`config.mk`:
```
export PLATFORM = sky130hd
export DESIGN_NAME = sdram_cmd_bcast
export DESIGN_NICKNAME = d
export VERILOG_FILES = /design/src/rtl/sdram_bcast_pkg.sv /design/src/rtl/sdram_rst_sync.sv /design/src/rtl/sdram_sock_decode.sv /design/src/rtl/sdram_slot_map.sv /design/src/rtl/sdram_cmd_bcast.sv
export SDC_FILE = /design/constraint.sdc
export NUM_CORES = 1
export LEC_CHECK = 0
export BUFFER_PORTS_ARGS = -buffer_cell sky130_fd_sc_hd__buf_2
export CAP_MARGIN = 20
export CORE_MARGIN = 3
export CORE_UTILIZATION = 55
export CTS_CLUSTER_DIAMETER = 120
export DETAILED_ROUTE_END_ITERATION = 6
export PLACE_DENSITY_LB_ADDON = 0.3
export SYNTH_ARGS = -nofsm -noshare
export SYNTH_HDL_FRONTEND = slang
export SYNTH_SLANG_ARGS = --single-unit
```
`constraint.sdc`:
```
create_clock -name clk -period 1.67 [get_ports clk]
set_input_delay 0.334 -clock clk [delete_from_list [all_inputs] [get_ports clk]]
set_output_delay 0.334 -clock clk [all_outputs]
set_load 0.01 [all_outputs]
```
`src/rtl/sdram_bcast_pkg.sv`:
```
package sdram_bcast_pkg;

  localparam int NUM_SOCK   = 2;
  localparam int CODE_W     = 4;
  localparam int SIDES      = 2;
  localparam int NUM_SLOT   = NUM_SOCK * SIDES;
  localparam int SLOT_W     = $clog2(NUM_SLOT);
  localparam int MB_W       = 10;
  localparam int MB_SHIFT   = 20;
  localparam int CMD_W      = 3;
  localparam int OFS_W      = 13;
  localparam int POP_W      = NUM_SOCK * CODE_W;

  localparam logic [CMD_W-1:0]  CMD_NORMAL   = 3'd0;
  localparam logic [CMD_W-1:0]  CMD_MODESET  = 3'd3;
  localparam logic [CODE_W-1:0] CODE_ILLEGAL = 4'h2;

  typedef enum logic [1:0] {
    ST_IDLE = 2'd0,
    ST_SCAN = 2'd1,
    ST_REQ  = 2'd2,
    ST_DONE = 2'd3
  } walk_state_e;

  function automatic logic [MB_W-1:0] code_size_mb(input logic [CODE_W-1:0] code);
    logic [MB_W-1:0] r;
    case (code)
      4'h1:          r = 10'd8;
      4'h3, 4'h4:    r = 10'd16;
      4'h5:          r = 10'd24;
      4'h6, 4'h7:    r = 10'd32;
      4'h8:          r = 10'd48;
      4'h9, 4'hA:    r = 10'd64;
      4'hB:          r = 10'd96;
      4'hC, 4'hD:    r = 10'd128;
      4'hE:          r = 10'd192;
      4'hF:          r = 10'd256;
      default:       r = 10'd0;
    endcase
    return r;
  endfunction

  function automatic logic [MB_W-1:0] code_side_mb(input logic [CODE_W-1:0] code);
    logic [MB_W-1:0] r;
    case (code)
      4'h3:          r = 10'd8;
      4'h5, 4'h6:    r = 10'd16;
      4'h8, 4'h9:    r = 10'd32;
      4'hB, 4'hC:    r = 10'd64;
      4'hE, 4'hF:    r = 10'd128;
      default:       r = 10'd0;
    endcase
    return r;
  endfunction

  function automatic logic [OFS_W-1:0] modeset_offset(input int sock, input logic cl3);
    logic [OFS_W-1:0] r;
    r = '0;
    if (sock == 0) r = cl3 ? 13'h1D0 : 13'h150;
    if (sock == 1) r = cl3 ? 13'h650 : 13'h1A0;
    return r;
  endfunction

endpackage

```
`src/rtl/sdram_rst_sync.sv`:
```
module sdram_rst_sync #(
  parameter int STAGES = 2
) (
  input  logic clk,
  input  logic rst_n,
  output logic rst_sync_n
);
  logic [STAGES-1:0] sync_q;

  always_ff @(posedge clk or negedge rst_n) begin
    if (!rst_n) sync_q <= '0;
    else        sync_q <= {sync_q[STAGES-2:0], 1'b1};
  end

  assign rst_sync_n = sync_q[STAGES-1];
endmodule

```
`src/rtl/sdram_sock_decode.sv`:
```
module sdram_sock_decode
  import sdram_bcast_pkg::*;
(
  input  logic [CODE_W-1:0] code_i,
  output logic [MB_W-1:0]   size_mb_o,
  output logic [MB_W-1:0]   side_mb_o,
  output logic              illegal_o
);
  always_comb begin
    illegal_o = (code_i == CODE_ILLEGAL);
    size_mb_o = code_size_mb(code_i);
    side_mb_o = code_side_mb(code_i);
  end
endmodule

```
`src/rtl/sdram_slot_map.sv`:
```
module sdram_slot_map
  import sdram_bcast_pkg::*;
#(
  parameter int ADDR_W = 32
) (
  input  logic [POP_W-1:0]  rowpop_i,
  input  logic              modeset_i,
  input  logic              cl3_i,
  output logic [NUM_SLOT-1:0] slot_vld_o,
  output logic [ADDR_W-1:0] slot_addr_o [NUM_SLOT]
);
  logic [MB_W-1:0] sock_start [NUM_SOCK+1];
  logic [MB_W-1:0] sock_size  [NUM_SOCK];
  logic [MB_W-1:0] sock_side  [NUM_SOCK];
  logic            sock_bad   [NUM_SOCK];

  assign sock_start[0] = '0;

  for (genvar s = 0; s < NUM_SOCK; s++) begin : g_sock
    logic [OFS_W-1:0] cmd_ofs;
    logic [MB_W-1:0]  side_start;

    sdram_sock_decode u_dec (
      .code_i    (rowpop_i[s*CODE_W +: CODE_W]),
      .size_mb_o (sock_size[s]),
      .side_mb_o (sock_side[s]),
      .illegal_o (sock_bad[s])
    );

    assign sock_start[s+1] = sock_start[s] + sock_size[s];
    assign side_start      = sock_start[s] + sock_side[s];
    assign cmd_ofs         = modeset_i ? modeset_offset(s, cl3_i) : '0;

    assign slot_vld_o[s*SIDES]     = (sock_size[s] != '0);
    assign slot_vld_o[s*SIDES + 1] = (sock_side[s] != '0) && (sock_size[s] != '0);

    assign slot_addr_o[s*SIDES] =
      (ADDR_W'(sock_start[s]) << MB_SHIFT) + ADDR_W'(cmd_ofs);
    assign slot_addr_o[s*SIDES + 1] =
      (ADDR_W'(side_start) << MB_SHIFT) + ADDR_W'(cmd_ofs);
  end
endmodule

```
`src/rtl/sdram_cmd_bcast.sv`:
```
module sdram_cmd_bcast
  import sdram_bcast_pkg::*;
#(
  parameter int          ADDR_W    = 32,
  parameter logic [7:0]  CTRL_INIT = 8'h0B
) (
  input  logic              clk,
  input  logic              rst_n,
  input  logic              start_i,
  input  logic [CMD_W-1:0]  cmd_i,
  input  logic [POP_W-1:0]  rowpop_i,
  input  logic              cl3_i,
  output logic              req_o,
  output logic [ADDR_W-1:0] addr_o,
  input  logic              ack_i,
  output logic              busy_o,
  output logic              done_o,
  output logic [7:0]        ctrl_o,
  output logic              err_o
);
  localparam logic [SLOT_W-1:0] LAST_SLOT = SLOT_W'(NUM_SLOT - 1);

  logic rst_sync_n;

  sdram_rst_sync #(.STAGES(2)) u_rst (
    .clk        (clk),
    .rst_n      (rst_n),
    .rst_sync_n (rst_sync_n)
  );

  walk_state_e       state_q, state_d;
  logic [SLOT_W-1:0] slot_q, slot_d;
  logic [ADDR_W-1:0] addr_q, addr_d;
  logic [POP_W-1:0]  pop_q;
  logic              mode_q, cl3_q;
  logic [7:0]        ctrl_q, ctrl_d;
  logic              err_q, err_d;
  logic              load_en, addr_en, slot_en;
  logic              in_bad;

  logic [NUM_SLOT-1:0] slot_vld;
  logic [ADDR_W-1:0]   slot_addr [NUM_SLOT];

  sdram_slot_map #(.ADDR_W(ADDR_W)) u_map (
    .rowpop_i    (pop_q),
    .modeset_i   (mode_q),
    .cl3_i       (cl3_q),
    .slot_vld_o  (slot_vld),
    .slot_addr_o (slot_addr)
  );

  always_comb begin
    in_bad = 1'b0;
    for (int s = 0; s < NUM_SOCK; s++) begin
      if (rowpop_i[s*CODE_W +: CODE_W] == CODE_ILLEGAL) in_bad = 1'b1;
    end
  end

  always_comb begin
    state_d = state_q;
    slot_d  = slot_q;
    addr_d  = addr_q;
    ctrl_d  = ctrl_q;
    err_d   = err_q;
    load_en = 1'b0;
    addr_en = 1'b0;
    slot_en = 1'b0;
    case (state_q)
      ST_IDLE: begin
        if (start_i) begin
          load_en = 1'b1;
          slot_en = 1'b1;
          slot_d  = '0;
          ctrl_d  = {cmd_i, ctrl_q[4:0]};
          err_d   = err_q | in_bad;
          state_d = (cmd_i == CMD_NORMAL) ? ST_DONE : ST_SCAN;
        end
      end
      ST_SCAN: begin
        if (slot_vld[slot_q]) begin
          addr_en = 1'b1;
          addr_d  = slot_addr[slot_q];
          state_d = ST_REQ;
        end else if (slot_q == LAST_SLOT) begin
          state_d = ST_DONE;
        end else begin
          slot_en = 1'b1;
          slot_d  = slot_q + 1'b1;
        end
      end
      ST_REQ: begin
        if (ack_i) begin
          if (slot_q == LAST_SLOT) begin
            state_d = ST_DONE;
          end else begin
            slot_en = 1'b1;
            slot_d  = slot_q + 1'b1;
            state_d = ST_SCAN;
          end
        end
      end
      default: state_d = ST_IDLE;
    endcase
  end

  always_ff @(posedge clk or negedge rst_sync_n) begin
    if (!rst_sync_n) begin
      state_q <= ST_IDLE;
      err_q   <= 1'b0;
    end else begin
      state_q <= state_d;
      err_q   <= err_d;
    end
  end

  always_ff @(posedge clk or negedge rst_sync_n) begin
    if (!rst_sync_n) begin
      ctrl_q <= CTRL_INIT;
      pop_q  <= '0;
      mode_q <= 1'b0;
      cl3_q  <= 1'b0;
    end else if (load_en) begin
      ctrl_q <= ctrl_d;
      pop_q  <= rowpop_i;
      mode_q <= (cmd_i == CMD_MODESET);
      cl3_q  <= cl3_i;
    end
  end

  always_ff @(posedge clk or negedge rst_sync_n) begin
    if (!rst_sync_n)  slot_q <= '0;
    else if (slot_en) slot_q <= slot_d;
  end

  always_ff @(posedge clk or negedge rst_sync_n) begin
    if (!rst_sync_n)  addr_q <= '0;
    else if (addr_en) addr_q <= addr_d;
  end

  assign req_o  = (state_q == ST_REQ);
  assign addr_o = addr_q;
  assign busy_o = (state_q == ST_SCAN) || (state_q == ST_REQ);
  assign done_o = (state_q == ST_DONE);
  assign ctrl_o = ctrl_q;
  assign err_o  = err_q;
endmodule

```
# Word level (Yosys, flattened, before mapping)

Memory sizes are Yosys's and may differ from the RTL's.
Cells that the tools add are included.

$add $sub $neg: 5
Magnitude comparators: 2
Equality and inequality tests: 11
Multiplexer cells: 31
Bitwise gates (word level): 2
Reductions and logical operators: 15

Operator list:

| cell                                                                         | count |
|---|---|
| 30-bit by 13-bit adder with 31-bit output                                    | 3 |
| 32-bit binary-select mux with 2-bit select                                   | 1 |
| 32-bit two-way mux                                                           | 2 |
| 10-bit nonzero test                                                          | 4 |
| 13-bit two-way mux                                                           | 2 |
| 2-bit two-way mux                                                            | 10 |
| 2-bit case mux with 3 select lines                                           | 2 |
| 11-bit two-way mux                                                           | 1 |
| 10-bit adder                                                                 | 1 |
| 1-bit two-way mux                                                            | 10 |
| 3-bit AND reduction                                                          | 3 |
| 4-bit by 2-bit equality test with 1-bit output, second input constant        | 2 |
| 8-bit two-way mux                                                            | 1 |
| 2-bit equality test, second input constant                                   | 3 |
| 5-bit AND reduction                                                          | 1 |
| 2-bit != test, second input constant                                         | 2 |
| 3-bit by 2-bit equality test with 1-bit output, second input constant        | 1 |
| 3-bit >= comparator, second input constant                                   | 1 |
| 3-bit zero test                                                              | 1 |
| 2-bit by 3-bit less-than comparator with 1-bit output, second input constant | 1 |
| 3-bit != test, second input constant                                         | 1 |
| 2-bit NOT with 3-bit output                                                  | 1 |
| 1-bit case mux with 3 select lines                                           | 1 |
| 3-bit nonzero test                                                           | 1 |
| other kinds (9)                                                              | 10 |

Register bits after elaboration: 52
Memory bits (read-only): 352
Bits of input ports: 16
Output and inout bits: 44
Logic and storage cells: 79
Memories kept: 4

Memories:

| memory          | depth | width | rd ports | clocked after memory_dff | wr ports | line                  | source |
|---|---|---|---|---|---|---|---|
| (no name shown) | 16    | 6     | 1        | 0                        | 0        | sdram_bcast_pkg.sv:27 | `case (code)` |
| (no name shown) | 16    | 6     | 1        | 0                        | 0        | sdram_bcast_pkg.sv:27 |  |
| (no name shown) | 16    | 5     | 1        | 0                        | 0        | sdram_bcast_pkg.sv:45 | `case (code)` |
| (no name shown) | 16    | 5     | 1        | 0                        | 0        | sdram_bcast_pkg.sv:45 |  |

# Logic depth before layout (Yosys ltp)

Gate-level depths: netlist (run 1).
An unclocked memory read counts as a cell.

Depth in word-level cells: 8
Depth in mapped cells: 11
Mapped depth without buffers: 11

# Hierarchy

Synthesis (run 1) repeated with hierarchy kept, for this count alone.

Cells, all modules: 436
Area, all modules: 5098.6 um^2

By module, submodules not included:

| module            | instances | cells each | area each (um^2) | sequential area each (um^2) |
|---|---|---|---|---|
| sdram_cmd_bcast   | 1         | 191        | 3208.1           | 1251.2 |
| sdram_slot_map    | 1         | 164        | 1238.7           | 0.0 |
| sdram_sock_decode | 2         | 39         | 299.0            | 0.0 |
| sdram_rst_sync    | 1         | 3          | 53.8             | 50.0 |

# Worst setup path before layout (run 1)

OpenSTA, ideal clock, no wires.

Path type: register to register
Start: register pop_q[1]
End: register addr_q[27] (netlist: addr_o[27])
Setup time: 0.126 ns
Data arrival time: 2.491 ns
Path slack: -0.947 ns
Cell stages (with the launch flop): 12
Path buffers: 0
Clock period less this slack: 2.617 ns
Cells stage by stage: dfrtp_1 inv_1 ha_1 and2_2 o31a_1 fa_1 a21o_1 a21oi_1 xor2_1 o22ai_1 a22oi_1 o21ai_0

Word-level cells in the longest chain between the ends: 8
Elaborated cells on any way between the ends: 17

RTL lines:

| item                                                                                              | line                   | source |
|---|---|---|
| from (decl)                                                                                       | sdram_cmd_bcast.sv:34  | `logic [POP_W-1:0] pop_q;` |
| from (signal assigned)                                                                            | sdram_cmd_bcast.sv:124 | `pop_q <= rowpop_i;` |
| parallel branches: the longest is 8 deep, another holds 30-bit by 13-bit adder with 31-bit output | --                     |  |
| to (signal assigned)                                                                              | sdram_cmd_bcast.sv:137 | `else if (addr_en) addr_q <= addr_d;` |
| to (decl)                                                                                         | sdram_cmd_bcast.sv:33  | `logic [ADDR_W-1:0] addr_q, addr_d;` |

Several ways; the timed one is not identified. The select of a mux whose other input is x is not followed.
A chain may end at the register's enable or synchronous reset.

# Worst setup path after layout (run 1)

Start: register pop_q[1]
End: register addr_q[28] (netlist: addr_o[28])

The elaborated chain is that of the path after synthesis.

==> reports/results.txt, run 1 <==
Outcome: complete, but fails checks
Crit path DAT: 2.66 ns
Final Util: 79.7%
Most frequent cells in the layout: 45 x buf_4, 36 x buf_2, 31 x nand2_1
First-pass DRT Iterations: 5
Filler Cells Inserted: 262
Max_cap viols: 0
Total gr overflow: 0
Mapped Avg Cell Area: 9.45 um^2
Max stage delay on crit path: 0.44 ns
Leakage: 1.54 nW
Critical path endpoint category: flop
Fin crit share: 148%
Num CTS Buffers: 5
Clock buffer depth: 2
Die ar.: 0.00500 mm^2
Sequential cell area: 803 um^2
Clock period minus worst slack: 2.47 ns
Worst Path Buf+Inv: 0
Hold Crit Class: flop to async pin
Final net count: 364
Post-synth EDFFs: 0
CTS tree: built
Pwr dens: 1990 mW/mm^2
Final setup vio count: 16
Crit start category: flop
Worst R2R Path Depth: 10
Synthesized instance count: 244
Top cell by count, worst path: a21o_1
Slew Viols, Final: 0
Largest net degree at the start of global routing: 23
Routed vias/inst: 5.25
Initial core utilization: 59.8%
DIE HEIGHT: 70.7 um
Clk_skew: 0.00717 ns
Clock root buffer: clkbuf_8
Synth cell types: 52
Commonest non-fill, non-tap cell in the layout: buf_4
Final GP Congestion: 0.890
WL final: 5.16 mm
Crit path depth: 10
Layout cells sized above 1: 43.6%
YS warnings: 0
Post-synthesis sequential area ratio: 34.7%
Number of global-route vias before repair: 1899
DRC Markers: 0
DR WL/cell: 13.6 um
Seq cells post-synth: 32
ANT cells: 0
GRT Total Usage: 21.2%
Total Power: 6.11 mW
I/O pin cnt: 60
Final HPWL DP: 3.80 mm
RSZ-0062 raised after global routing: yes
Critical path type: flop to flop
Final worst slack: -0.797 ns
Setup WS pre-CTS: -0.865 ns
Core Area: 0.00385 mm^2
Die Wd: 70.7 um
Htree depth: 2
Setup TNS: -8.32 ns
CP required: 1.86 ns
Final Hold Vio Count: 0
Post-synth top area share: 34.7%
Delay-heaviest family, CP: compound AO/OA/AOI/OAI gates
Routed Antenna Nets: 0
Most used DFF post-synth: dfrtp_1
Buffers on Ports: 36
Area contributors post-synth: dfrtp_1 35%, ha_1 9.8%, buf_4 8.8%
CP Cell Sequence: ha_4 > and2b_4 > o31a_1 > ha_1 > a21o_1 > a21o_1 > a211oi_2 > nor2_1 > xor2_1 > o31ai_1
Synth Cell Area: 0.00230 mm^2
Multi-input logic area: 0.00143 mm^2
Max Fanout on Critical Path: 4
Slowest cell on the critical path: dfrtp_2
Max VDD drop: 1.23 mV
Row count: 22
First-pass GRT wire length: 8.55 mm
Via count: 1986
Yosys top cell by area: dfrtp_1
Initial antenna violation count: 0
Layout area overhead: 33.3%
Violated checks: setup timing
DR iter-0 viols: 93
Clk slew on worst S/H paths: 0.06 ns
Maximum clock frequency: 0.405 GHz
Async S/R FF share, synth: 100%
Clock sinks: 32
Worst-skew pair later-pin latency: 0.29 ns
path summary, 6_finish.rpt:
kind | slack [ns] | end | startpoint
max | -0.80 | addr_o[28]$_DFFE_PN0P_ | pop_q[1]$_DFFE_PN0P_
min | 0.16 | pop_q[0]$_DFFE_PN0P_ | u_rst.sync_q[1]$_DFF_PN0_
max reg2reg | -0.80 | addr_o[28]$_DFFE_PN0P_ | pop_q[1]$_DFFE_PN0P_
min reg2reg | 0.16 | pop_q[0]$_DFFE_PN0P_ | u_rst.sync_q[1]$_DFF_PN0_
max in group asynchronous | 1.06 | addr_o[27]$_DFFE_PN0P_ | u_rst.sync_q[1]$_DFF_PN0_
min in group clk | 0.27 | mode_q$_DFFE_PN0P_ | cmd_i[2]
sequential cells by signal, summed over array words and instances (netlist names):
name and cells:
u_rst.sync_q 2, ctrl_o 3, slot_q 2, cl3_q 1, mode_q 1, addr_o 12
state_q 2, pop_q 8, err_o 1
per-layer routing:
layer | routed length, um | vias to the layer above | global-route usage, %
met5 | 0 | - | 0
met4 | 147 | 0 | 7.52
met3 | 308 | 15 | 6.25
met2 | 2460 | 71 | 35.5
met1 | 2240 | 926 | 25.9
li1 | - | 974 | -
synth_stat cells (4+ instances only):
master   count
dfrtp_1     32
o21ai_0     16
ha_1        18
nand2_1     31
a21oi_1      5
buf_4       27
nand3_1      8
xor2_1       4
nor2_1      12
mux2_2      13
a21o_1       4
inv_1       12
cell families after synthesis:
| family | Yosys count | share of synthesized area, % |
|---|---|---|
| AND/OR/NAND/NOR | 74 | 16.4 |
| XOR/XNOR | 5 | 1.90 |
| other | 2 | 0.326 |
| multiplexers | 16 | 7.65 |
| flip-flops | 32 | 34.7 |
| adder cells (fa/ha/maj) | 19 | 10.6 |
| buffers and inverters | 45 | 12.8 |
| AO/OA/AOI/OAI | 51 | 15.6 |
worst register-to-register path, stage by stage (launching register included):
cell	delay, ns
dfrtp_2	0.44
ha_4	0.17
and2b_4	0.16
o31a_1	0.33
ha_1	0.31
a21o_1	0.15
a21o_1	0.18
a211oi_2	0.18
nor2_1	0.08
xor2_1	0.16
o31ai_1	0.20
final cells by class:
class,instances,area share [%]
Clock buffer,6,2.69
Inverter,12,1.47
Multi-Input combinational cell,189,46.7
Sequential cell,32,26.1
Tap cell,48,1.95
Timing Repair Buffer,89,20.8
Clock inverter,2,0.326
stage by stage:
| step | cell area, um^2 | hold slack [ns] | cells |
|---|---|---|---|
| after floorplan | 2440 | 0.0384 | 266 |
| after global placement | 2770 | 0.119 | 359 |
| after detailed placement | 2770 | 0.120 | 359 |
| after CTS | 2970 | 0.174 | 374 |
| after global routing | 3070 | 0.194 | 378 |
| final | 3070 | 0.161 | 378 |
what timing repair did:
action | 4_1_cts | 5_1_grt
gates cloned | 0 | 1
setup buffers | 8 | 3
setup endpoints to repair | 16 | 17
pin swaps | 16 | 10
gates resized for setup | 16 | 10
endpoints found under the hold margin | 2 | 0
hold buffers | 1 | 0
power by group:
part / internal (mW) / switching [mW]
clock network: 0.328 / 0.280
registers: 1.07 / 0.299
logic: 2.22 / 1.92
Note: power is estimated with default switching activity, not from simulation.
==> run 2: changes to the inputs <==
Settings changed: CORE_UTILIZATION 55 to 57.
==> reports/results.txt, run 2 (same netlist as run 1, synthesis figures left out) <==
Clock root buffer: clkbuf_8
CTS tree: built
Buffers on Ports: 36
Routed vias/inst: 5.45
Clock sinks: 32
Largest net degree at the start of global routing: 31
DIE HEIGHT: 69.6 um
Pwr dens: 2030 mW/mm^2
Max_cap viols: 0
Final Util: 83.9%
Clk_skew: 0.0114 ns
First-pass DRT Iterations: 4
Num CTS Buffers: 5
Met1 usage: 27.8%
I/O pin cnt: 60
Critical path endpoint category: flop
Via count: 2056
Final HPWL DP: 3.90 mm
Setup WS pre-CTS: -0.848 ns
Crit path DAT: 2.74 ns
GR peak layer: met2
First-pass GRT wire length: 8.65 mm
Die Wd: 69.6 um
Max Fanout on Critical Path: 4
Row count: 22
RSZ-0062 raised after global routing: yes
Top cell by count, worst path: a21o_1
Max stage delay on crit path: 0.44 ns
DR iter-0 viols: 154
Core Area: 0.00377 mm^2
Worst Path Buf+Inv: 1
Met3 Resource Use GR: 4.20%
Clk slew on worst S/H paths: 0.08 ns
Crit start category: flop
ANT cells: 0
Total gr overflow: 0
Initial core utilization: 61.1%
Leakage: 1.57 nW
Commonest non-fill, non-tap cell in the layout: buf_4
Layout cells sized above 1: 44.4%
Violated checks: setup timing
Final net count: 363
Final GP Congestion: 0.893
Clock period minus worst slack: 2.55 ns
Number of global-route vias before repair: 1878
DR WL/cell: 15.3 um
Max VDD drop: 1.27 mV
Final setup vio count: 16
Maximum clock frequency: 0.392 GHz
Worst-skew pair later-pin latency: 0.29 ns
Fin crit share: 153%
CP required: 1.86 ns
Critical path type: flop to flop
Htree depth: 2
Delay-heaviest family, CP: compound AO/OA/AOI/OAI gates
Die ar.: 0.00484 mm^2
DRC Markers: 0
Slowest cell on the critical path: dfrtp_2
Final Hold Vio Count: 0
Met2 Usage GRT: 38.0%
Slew Viols, Final: 0
Initial antenna violation count: 0
Routed Antenna Nets: 0
Clock buffer depth: 2
Hold Crit Class: flop to async pin
Most frequent cells in the layout: 42 x buf_4, 36 x buf_2, 30 x dfrtp_1
Layout area overhead: 37.2%
Hold slack: 0.243 ns
Outcome: complete, but fails checks
WL final: 5.78 mm
Max reg flops: 12
GRT Total Usage: 22.1%
CP Cell Sequence: inv_4 > ha_4 > and2_4 > o31a_1 > ha_1 > a21o_1 > a21o_1 > a211oi_2 > nor2_1 > xor2_1 > o31ai_1
Final worst slack: -0.881 ns
-- run 2: worst paths after layout --
check | startpoint | slack, ns | to | cells past startpoint
setup / recovery | pop_q[1]$_DFFE_PN0P_ | -0.88 | addr_o[28]$_DFFE_PN0P_ | 11
hold / removal | u_rst.sync_q[1]$_DFF_PN0_ | 0.24 | slot_q[0]$_DFFE_PN0P_ | 1
setup reg to reg | pop_q[1]$_DFFE_PN0P_ | -0.88 | addr_o[28]$_DFFE_PN0P_ | 11
hold reg to reg | u_rst.sync_q[1]$_DFF_PN0_ | 0.24 | slot_q[0]$_DFFE_PN0P_ | 1
max in group asynchronous | u_rst.sync_q[1]$_DFF_PN0_ | 1.12 | pop_q[1]$_DFFE_PN0P_ | 1
min in group clk | cmd_i[2] | 0.27 | mode_q$_DFFE_PN0P_ | 2
-- run 2: report_power, final --
| group | switching, mW | internal [mW] |
|---|---|---|
| clock network | 0.310 | 0.290 |
| registers | 0.320 | 1.07 |
| logic | 2.10 | 2.33 |
| total | 2.73 | 3.70 |
-- run 2: metal layers --
| layer | wire (um) | vias to the layer above |
|---|---|---|
| met5 | 0 | - |
| met4 | 175 | 0 |
| met3 | 411 | 20 |
| met2 | 2940 | 101 |
| met1 | 2250 | 966 |
| li1 | - | 969 |
-- run 2: timing repair --
| item | 4_1_cts | 5_1_grt |
|---|---|---|
| endpoints found under the hold margin | 2 | 0 |
| gates cloned | 2 | 1 |
| hold buffers | 1 | 0 |
| gates resized for setup | 12 | 32 |
| pin swaps | 15 | 22 |
| buffers inserted | 4 | 7 |
| endpoints found under the setup margin | 16 | 17 |
-- run 2: layout make-up --
| type | instances | area (um^2) |
|---|---|---|
| tap | 48 | 60.1 |
| clock inverter | 3 | 18.8 |
| fill | 226 | 608 |
| multi-input combinational | 189 | 1500 |
| inverter | 12 | 47.5 |
| timing repair buffer | 88 | 662 |
| sequential | 32 | 803 |
| clock buffer | 5 | 68.8 |
-- run 2: worst reg2reg max path, stage by stage (launching register included) --
cell and delay [ns]:
dfrtp_2 0.44, inv_4 0.06, ha_4 0.15, and2_4 0.15, o31a_1 0.33, ha_1 0.30, a21o_1 0.16, a21o_1 0.19
a211oi_2 0.21, nor2_1 0.10, xor2_1 0.17, o31ai_1 0.20
-- run 2: per-stage QoR --
step | instance area [um^2] | setup TNS, ns | power [mW] | instances
after floorplan | 2440 | -5.89 | 3.60 | 266
after global placement | 2730 | -8.50 | 4.68 | 356
after detailed placement | 2730 | -9.63 | 4.82 | 356
after CTS | 2960 | -9.78 | 5.79 | 371
after global routing | 3160 | -11.30 | 6.89 | 377
final | 3160 | -9.68 | 6.43 | 377
